$ cat src/rtl/spi_bulk_pkg.sv
package spi_bulk_pkg;
    typedef enum logic [2:0] {
        S_IDLE,
        S_WSTART,
        S_WDATA,
        S_WCRC,
        S_RHDR,
        S_RDATA,
        S_RCRC
    } bulk_state_t;

    localparam logic [1:0] ORD_FIRST = 2'd1;
    localparam logic [1:0] ORD_MID   = 2'd2;
    localparam logic [1:0] ORD_LAST  = 2'd3;
    localparam logic [3:0] MARK_NIB  = 4'hF;
endpackage

$ cat src/rtl/bulk_pkt_sizer.sv
module bulk_pkt_sizer #(
    parameter int LEN_W   = 24,
    parameter int PKT_MAX = 8192,
    localparam int PKT_W  = $clog2(PKT_MAX + 1)
) (
    input  logic [LEN_W-1:0] remain,
    input  logic             first,
    output logic [PKT_W-1:0] pkt_len,
    output logic [1:0]       order,
    output logic             fits
);
    import spi_bulk_pkg::*;

    always_comb begin
        fits    = (remain <= LEN_W'(PKT_MAX));
        pkt_len = fits ? remain[PKT_W-1:0] : PKT_W'(PKT_MAX);
        order   = fits ? ORD_LAST : (first ? ORD_FIRST : ORD_MID);
    end
endmodule

$ cat src/rtl/bulk_hdr_detect.sv
module bulk_hdr_detect (
    input  logic [7:0] rx_byte,
    output logic       hit
);
    import spi_bulk_pkg::*;

    assign hit = (rx_byte[7:4] == MARK_NIB);
endmodule

$ cat src/rtl/spi_bulk_framer.sv
module spi_bulk_framer #(
    parameter int LEN_W     = 24,
    parameter int PKT_MAX   = 8192,
    parameter int RETRY_MAX = 10,
    parameter int MIN_LEN   = 5
) (
    input  logic             clk,
    input  logic             rst_n,
    input  logic             start,
    input  logic             dir_rd,
    input  logic [LEN_W-1:0] total_len,
    input  logic             crc_en,
    input  logic [7:0]       src_data,
    input  logic             src_valid,
    output logic             src_ready,
    output logic [7:0]       snk_data,
    output logic             snk_valid,
    output logic             sh_valid,
    output logic [7:0]       sh_tx,
    input  logic             sh_ack,
    input  logic [7:0]       sh_rx,
    output logic             busy,
    output logic             done,
    output logic             err
);
    import spi_bulk_pkg::*;

    localparam int PKT_W = $clog2(PKT_MAX + 1);
    localparam int TRY_W = $clog2(RETRY_MAX + 1);

    bulk_state_t      st, nxt;
    logic [LEN_W-1:0] rem_q;
    logic [PKT_W-1:0] cnt_q;
    logic [TRY_W-1:0] tries_q;
    logic             first_q, fin_q, crc_q, crc_idx_q;

    logic [PKT_W-1:0] pkt_len;
    logic [1:0]       order;
    logic             fits, hdr_hit, xfer, accept, reject, timeout;
    logic             last_byte;

    bulk_pkt_sizer #(.LEN_W(LEN_W), .PKT_MAX(PKT_MAX)) u_sizer (
        .remain (rem_q),
        .first  (first_q),
        .pkt_len(pkt_len),
        .order  (order),
        .fits   (fits)
    );

    bulk_hdr_detect u_hdr (
        .rx_byte(sh_rx),
        .hit    (hdr_hit)
    );

    assign xfer      = sh_valid && sh_ack;
    assign accept    = (st == S_IDLE) && start;
    assign reject    = accept && (total_len < LEN_W'(MIN_LEN));
    assign timeout   = (st == S_RHDR) && xfer && !hdr_hit && (tries_q == TRY_W'(RETRY_MAX));
    assign last_byte = (cnt_q == PKT_W'(1));

    // state register
    always_ff @(posedge clk) begin
        if (!rst_n) st <= S_IDLE;
        else        st <= nxt;
    end

    // next state
    always_comb begin
        nxt = st;
        unique case (st)
            S_IDLE:   if (accept && !reject) nxt = dir_rd ? S_RHDR : S_WSTART;
            S_WSTART: if (xfer) nxt = S_WDATA;
            S_WDATA:  if (xfer && last_byte)
                          nxt = crc_q ? S_WCRC : (fin_q ? S_IDLE : S_WSTART);
            S_WCRC:   if (xfer && crc_idx_q) nxt = fin_q ? S_IDLE : S_WSTART;
            S_RHDR:   if (xfer) begin
                          if (hdr_hit)      nxt = S_RDATA;
                          else if (timeout) nxt = S_IDLE;
                      end
            S_RDATA:  if (xfer && last_byte)
                          nxt = crc_q ? S_RCRC : (fin_q ? S_IDLE : S_RHDR);
            S_RCRC:   if (xfer && crc_idx_q) nxt = fin_q ? S_IDLE : S_RHDR;
            default:  nxt = S_IDLE;
        endcase
    end

    // datapath counters
    always_ff @(posedge clk) begin
        if (!rst_n) begin
            rem_q     <= '0;
            cnt_q     <= '0;
            tries_q   <= '0;
            first_q   <= 1'b0;
            fin_q     <= 1'b0;
            crc_q     <= 1'b0;
            crc_idx_q <= 1'b0;
        end else if (accept) begin
            rem_q     <= total_len;
            first_q   <= 1'b1;
            tries_q   <= '0;
            crc_q     <= crc_en;
            crc_idx_q <= 1'b0;
        end else if (xfer) begin
            unique case (st)
                S_WSTART: begin
                    cnt_q   <= pkt_len;
                    fin_q   <= fits;
                    first_q <= 1'b0;
                end
                S_RHDR: begin
                    if (hdr_hit) begin
                        cnt_q   <= pkt_len;
                        fin_q   <= fits;
                        tries_q <= '0;
                    end else begin
                        tries_q <= tries_q + TRY_W'(1);
                    end
                end
                S_WDATA, S_RDATA: begin
                    cnt_q     <= cnt_q - PKT_W'(1);
                    rem_q     <= rem_q - LEN_W'(1);
                    crc_idx_q <= 1'b0;
                end
                S_WCRC, S_RCRC: crc_idx_q <= ~crc_idx_q;
                default: ;
            endcase
        end
    end

    // outputs: shifter and source handshake
    always_comb begin
        sh_valid  = 1'b0;
        sh_tx     = 8'h00;
        src_ready = 1'b0;
        unique case (st)
            S_WSTART: begin
                sh_valid = 1'b1;
                sh_tx    = {MARK_NIB, 2'b00, order};
            end
            S_WDATA: begin
                sh_valid  = src_valid;
                sh_tx     = src_data;
                src_ready = src_valid && sh_ack;
            end
            S_WCRC, S_RHDR, S_RDATA, S_RCRC: sh_valid = 1'b1;
            default: ;
        endcase
    end

    assign busy = (st != S_IDLE);

    // outputs: registered pulses and sink
    always_ff @(posedge clk) begin
        if (!rst_n) begin
            done      <= 1'b0;
            err       <= 1'b0;
            snk_valid <= 1'b0;
            snk_data  <= 8'h00;
        end else begin
            done      <= reject || ((st != S_IDLE) && (nxt == S_IDLE));
            err       <= reject || timeout;
            snk_valid <= (st == S_RDATA) && xfer;
            if ((st == S_RDATA) && xfer) snk_data <= sh_rx;
        end
    end
endmodule

$ cat config.mk
export PLATFORM = sky130hd
export DESIGN_NAME = spi_bulk_framer
export DESIGN_NICKNAME = d
export VERILOG_FILES = /design/src/rtl/spi_bulk_pkg.sv /design/src/rtl/bulk_pkt_sizer.sv /design/src/rtl/bulk_hdr_detect.sv /design/src/rtl/spi_bulk_framer.sv
export SDC_FILE = /design/constraint.sdc
export NUM_CORES = 1
export LEC_CHECK = 0
export ABC_AREA = 1
export BUFFER_PORTS_ARGS = -buffer_cell sky130_fd_sc_hd__buf_2
export CORE_MARGIN = 2
export CORE_UTILIZATION = 45
export CTS_BUF_LIST = sky130_fd_sc_hd__clkbuf_4
export DETAILED_ROUTE_END_ITERATION = 6
export HOLD_SLACK_MARGIN = 0.08
export PLACE_DENSITY = 0.69
export SLEW_MARGIN = 20
export SYNTH_ARGS = -nofsm -noshare
export SYNTH_HDL_FRONTEND = slang
export SYNTH_SLANG_ARGS = --single-unit
$ cat constraint.sdc
create_clock -name clk -period 1.6 [get_ports clk]
set_input_delay 0.32 -clock clk [delete_from_list [all_inputs] [get_ports clk]]
set_output_delay 0.32 -clock clk [all_outputs]
set_load 0.005 [all_outputs]
# Yosys cells after proc, flatten, opt, wreduce, memory -nomap -nowiden
# Index checks and enable logic that the tools add are counted.
# totals
regBits	60
input_bits	47
out_inout_bits	22
wordCells	98
# classes
addsub	3
order_cmp	2
n_eq_ne	10
n_mux	33
n_bitwise	3
n_reduce_logical	35
# ops
op	n
24-bit 2-to-1 mux	3
14-bit case mux with 3 select lines	1
3-bit 2-to-1 mux	13
14-bit 2-to-1 mux	2
24-bit by 14-bit less-or-equal comparator with 1-bit output (second input constant)	1
24-bit by 3-bit less-than comparator with 1-bit output (second input constant)	1
24-bit by 1-bit subtractor with 24-bit output (second input constant)	1
3-bit case mux with 7 select lines	1
8-bit case mux with 2 select lines	1
14-bit by 1-bit equality test with 1-bit output (second input constant)	1
14-bit by 1-bit subtractor with 14-bit output (second input constant)	1
1-bit logical AND	12
2-bit nonzero test	5
3-bit equality test (second input constant)	3
4-bit equality test (second input constant)	2
2-bit AND reduction	4
4-bit AND reduction	2
3-bit by 2-bit equality test with 1-bit output (second input constant)	2
3-bit zero test	2
1-bit 2-to-1 mux	6
1-bit case mux with 2 select lines	3
3-bit nonzero test	2
2-bit OR reduction	3
5-bit OR reduction	1
other kinds (8)	13

# Depth between registers and ports, before layout
# logic_depth
ltp_word	14
mapped_depth	12

# Hierarchy
# From an unflattened synthesis, not the netlist that was laid out.
# unflattened
cells_unflattened	610
hier_area_um2	3938.8
# by_module_without_submodules
mod	n_inst	cells_per_inst	area_per_inst_um2	seq_area_each_um2
spi_bulk_framer	1	549	3666.0	1201.2
bulk_pkt_sizer	1	58	261.5	0.0
bulk_hdr_detect	1	3	11.3	0.0

# Worst setup path before layout
# OpenSTA, ideal clock, no wires.
# synth_path
path_kind	reg-to-output
from	reg rem_q[0]
to	out sh_tx[1]
arrival_time_ns	1.382
path_slack_ns	-0.102
stages_incl_launch_ff	10
path_buffers	0
path_cell_list	dfxtp_1 inv_1 ha_1 nand2_1 inv_1 nand4_1 a21oi_4 inv_1 nand2_1 a22o_1
# synth_between
elab_chain_cells	3
# synth_lines
element	line	rtl
from (decl)	spi_bulk_framer.sv:32	logic [LEN_W-1:0] rem_q;
from (signal assigned)	spi_bulk_framer.sv:98	rem_q <= total_len;
from (signal assigned)	spi_bulk_framer.sv:121	rem_q <= rem_q - LEN_W'(1);
24-bit by 14-bit less-or-equal comparator with 1-bit output	bulk_pkt_sizer.sv:15	fits = (remain <= LEN_W'(PKT_MAX));
2-bit 2-to-1 mux	bulk_pkt_sizer.sv:17	order = fits ? ORD_LAST : (first ? ORD_FIRST : ORD_MID);
8-bit case mux with 2 select lines	spi_bulk_framer.sv:135	unique case (st)
to (decl)	spi_bulk_framer.sv:19	output logic [7:0] sh_tx,
# Every way passes these cells.

# Worst setup path in the final report
# layout_path
from	reg rem_q[11]
to	out sh_tx[0]
# The elaborated chain is that of the path after synthesis.

==> impl_metrics.env <==
export IMPL_crit_slowest_cell="dfxtp_1"
export IMPL_cts_tree="built"
export IMPL_hold_path_end="rem_q[0]$_SDFFE_PN0P_"
export IMPL_place_gp_congestion=0.919
export IMPL_slew_viol_final=0
export IMPL_async_flop_share_pct=0
export IMPL_violations="setup timing"
export IMPL_crit_chain="inv_1, nand2_1, nor2_1, nand4_1, a21oi_4, buf_4, o21ai_1, nand2_1, buf_2"
export IMPL_r2r_cells=13
export IMPL_cts_path_max_buffers=2
export IMPL_slew_limit_headroom_pct=73.3
export IMPL_min_from="total_len[0]"
export IMPL_timing_fmax_ghz=0.467
export IMPL_grt_pass1_vias=4605
export IMPL_reg2reg_to="rem_q[12]$_SDFFE_PN0P_"
export IMPL_vdd_ir_drop_max_v=0.000434
export IMPL_antenna_found_initial=0
export IMPL_clk_pin_slew_ns=0.11
export IMPL_cp_arrival_ns=1.82
export IMPL_path_common_cell="nand2_1"
export IMPL_avgSynthCellArea_sq_um=6.63
export IMPL_viasPerCell=5.58
export IMPL_crit_type="flip-flop to output pin"
export IMPL_hold_class="input pin to flip-flop"
export IMPL_grt_ovfl_total=0
export IMPL_path_max_fanout=3
export IMPL_initial_core_util_pct=46.5
export IMPL_layout_drive_gt1_share_pct=48.1
export IMPL_insertion_delay_ns=0.41
export IMPL_totalWireLength_mm=14.6
export IMPL_yosys_register_bits=60
export IMPL_synth_distinct_cells=45
export IMPL_grt_max_degree=27
export IMPL_drc=0
export IMPL_reg2reg_from="st[1]$_SDFF_PN0_"
export IMPL_path_delay_family="simple AND/OR/NAND/NOR gates"
export IMPL_cap_violations=0
export IMPL_leakagePower_uw=0.00279
export IMPL_grt_pass1_wl_mm=20.9
export IMPL_hold_violations=0
export IMPL_fillers=577
export IMPL_outcome="complete, but fails checks"
export IMPL_period_needed_ns=2.14
export IMPL_skew_ns=0.00827
export IMPL_holdBufCountCts=0
export IMPL_max_stage_delay_ns=0.35
export IMPL_worst_path_stages=9
export IMPL_stdcell_count=884
export IMPL_diodes=0
export IMPL_cts_max_level=3
export IMPL_cts_buffers=9
export IMPL_vias=4934
export IMPL_crit_path_start_kind="flip-flop"
export IMPL_die_w_um=96.4
export IMPL_port_buffer_count=68
export IMPL_mostFrequentLayoutCell="buf_4"
export IMPL_final_core_util_pct=74.0
export IMPL_synth_top_flop_cell="dfxtp_1"
export IMPL_crit_required_ns=1.28
export IMPL_synth_enable_flop_cells=0
export IMPL_wl_per_cell_um=16.6
export IMPL_fin_nets=826
export IMPL_clock_root_buffer="clkbuf_4"
export IMPL_cp_buffers_inverters=3
export IMPL_ant_nets=0
export IMPL_drtIter0Drc=291
export IMPL_regToRegSetupSlack_ns=-0.26
export IMPL_fin_crit_sh_pct=134
export IMPL_syn_inst=579
export IMPL_fp_dieArea_sq_um=9290
export IMPL_grt_usage_pct=28.6
export IMPL_rows=33
export IMPL_worstHoldPathCells=3
export IMPL_io_pins=69
export IMPL_rsz0062_at_grt="true"
export IMPL_drtPass1Iterations=5
export IMPL_worst_pin_slew_ns=0.400
export IMPL_die_height_um=96.4
export IMPL_dp_cells=824
export IMPL_dp_hpwl_mm=8.66
export IMPL_clock_sinks=60
export IMPL_ys_seq_area_share_pct=31.3
export IMPL_netlist_area_sq_um=3840
export IMPL_fin_ws_ns=-0.543
export IMPL_setup_violations=54
export IMPL_syn2layout_area_growth_pct=59.0
export IMPL_p_per_area_nw_per_um2=785
export IMPL_final_cell_mix="buf_4, nand2_1, nor2_1, buf_2, dfxtp_1"
export IMPL_core_area_sq_um=8260
export IMPL_syn_num_nets=631
export IMPL_crit_start="rem_q[11]$_SDFFE_PN0P_"
export IMPL_yosysWarnings=0
export IMPL_cp_end_kind="output pin"
[Yosys cell counts, types with 3 or more instances]
cell type | instances | share of area, %
nor2_4 | 3 | 0.88
inv_2 | 9 | 0.88
nand2_2 | 3 | 0.49
ha_1 | 5 | 1.6
dfxtp_1 | 60 | 31
nor3_1 | 9 | 1.2
inv_1 | 54 | 5.3
xor2_1 | 11 | 2.5
nand2_1 | 124 | 12
xnor2_1 | 6 | 1.4
nor2_2 | 5 | 0.81
buf_2 | 4 | 0.52
a31oi_1 | 20 | 3.3
a22oi_1 | 6 | 1.2
nor2_1 | 86 | 8.4
nand4_1 | 11 | 1.8
buf_6 | 8 | 2.3
buf_4 | 3 | 0.59
a21oi_1 | 44 | 5.7
clkbuf_1 | 4 | 0.39
nand3_1 | 31 | 4.0
o21ai_1 | 17 | 2.2
o211ai_1 | 5 | 0.98
o21ai_0 | 21 | 2.7
[area by class of cell]
type                            count  area [sq um]  area share, %
Multi-Input combinational cell    433          2740           44.8
Timing Repair Buffer              203          1570           25.7
Sequential cell                    60          1220           20.0
Inverter                           67           299           4.90
Tap cell                          105           131           2.15
Clock inverter                      7          81.3           1.33
Clock buffer                        9          67.6           1.11
[power by group]
group / internal [uW] / switching, uW
clock: 613 / 593
combinational: 889 / 1030
sequential: 1570 / 91.8
total: 3080 / 1720
[worst register-to-register path, stage by stage (launching register included)]
cell	delay [ns]
dfxtp_2	0.34
buf_6	0.12
buf_6	0.13
nand2_4	0.06
nor2_4	0.04
buf_6	0.11
nor2_4	0.19
nor2_4	0.08
nor2_4	0.16
buf_12	0.16
inv_4	0.05
o211ai_1	0.19
nand2_1	0.10
inv_1	0.08
[how the worst max path moves through the flow]
stage / to / slack, ns
floorplan: sh_tx[1] / 0.006
global placement: cnt_q[1]$_SDFFE_PN0P_ / -0.1
detailed placement: cnt_q[12]$_SDFFE_PN0P_ / -0.20
CTS: sh_tx[1] / -0.48
global route: sh_tx[1] / -0.71
finish: sh_tx[0] / -0.54
[routing by layer]
layer / routed length (um) / part of all wire, % / GRT usage, % / vias up
li1: - / - / - / 2314
met3: 1020 / 7.0 / 5.20 / 75
met2: 7400 / 51 / 50.2 / 274
met5: 0 / 0 / 0 / -
met4: 669 / 4.6 / 12.4 / 0
met1: 5540 / 38 / 34.2 / 2271
[registers in the layout, indices dropped and copies added, names as in the netlist]
signal / cells
snk_data: 8
fin_q: 1
tries_q: 4
err: 1
done: 1
st: 3
cnt_q: 14
crc_q: 1
snk_valid: 1
crc_idx_q: 1
first_q: 1
rem_q: 24
[per-stage QoR]
step | total power (uW) | hold WS [ns] | area [sq um] | setup TNS [ns] | setup WS [ns]
2_1_floorplan | 2460 | 0.428 | 3860 | 0 | 0.00613
3_3_place_gp | 3020 | 0.439 | 4890 | -1.45 | -0.0984
3_5_place_dp | 3050 | 0.453 | 4890 | -3.57 | -0.202
4_1_cts | 4450 | 0.161 | 5650 | -6.28 | -0.482
5_1_grt | 5030 | 0.156 | 6110 | -13.25 | -0.714
6_report | 4800 | 0.173 | 6110 | -9.30 | -0.543
[timing repair]
| item | CTS | global route |
|---|---|---|
| endpoints found under the setup margin | 49 | 66 |
| cloned | 3 | 1 |
| setup buffers | 30 | 21 |
| pin swaps | 37 | 42 |
| resized for setup | 94 | 122 |
[logic make-up (layout without fill, tap and decap cells)]
kind of cell	after synthesis	count (layout)	share of synthesized area, %
compound gates	126	126	19.3
fa+ha+maj	5	5	1.63
simple gates	285	285	33.2
flops	60	60	31.3
buf+inv	86	286	10.7
xor+xnor	17	17	3.88
No activity file was read; power rests on OpenSTA's default activity.
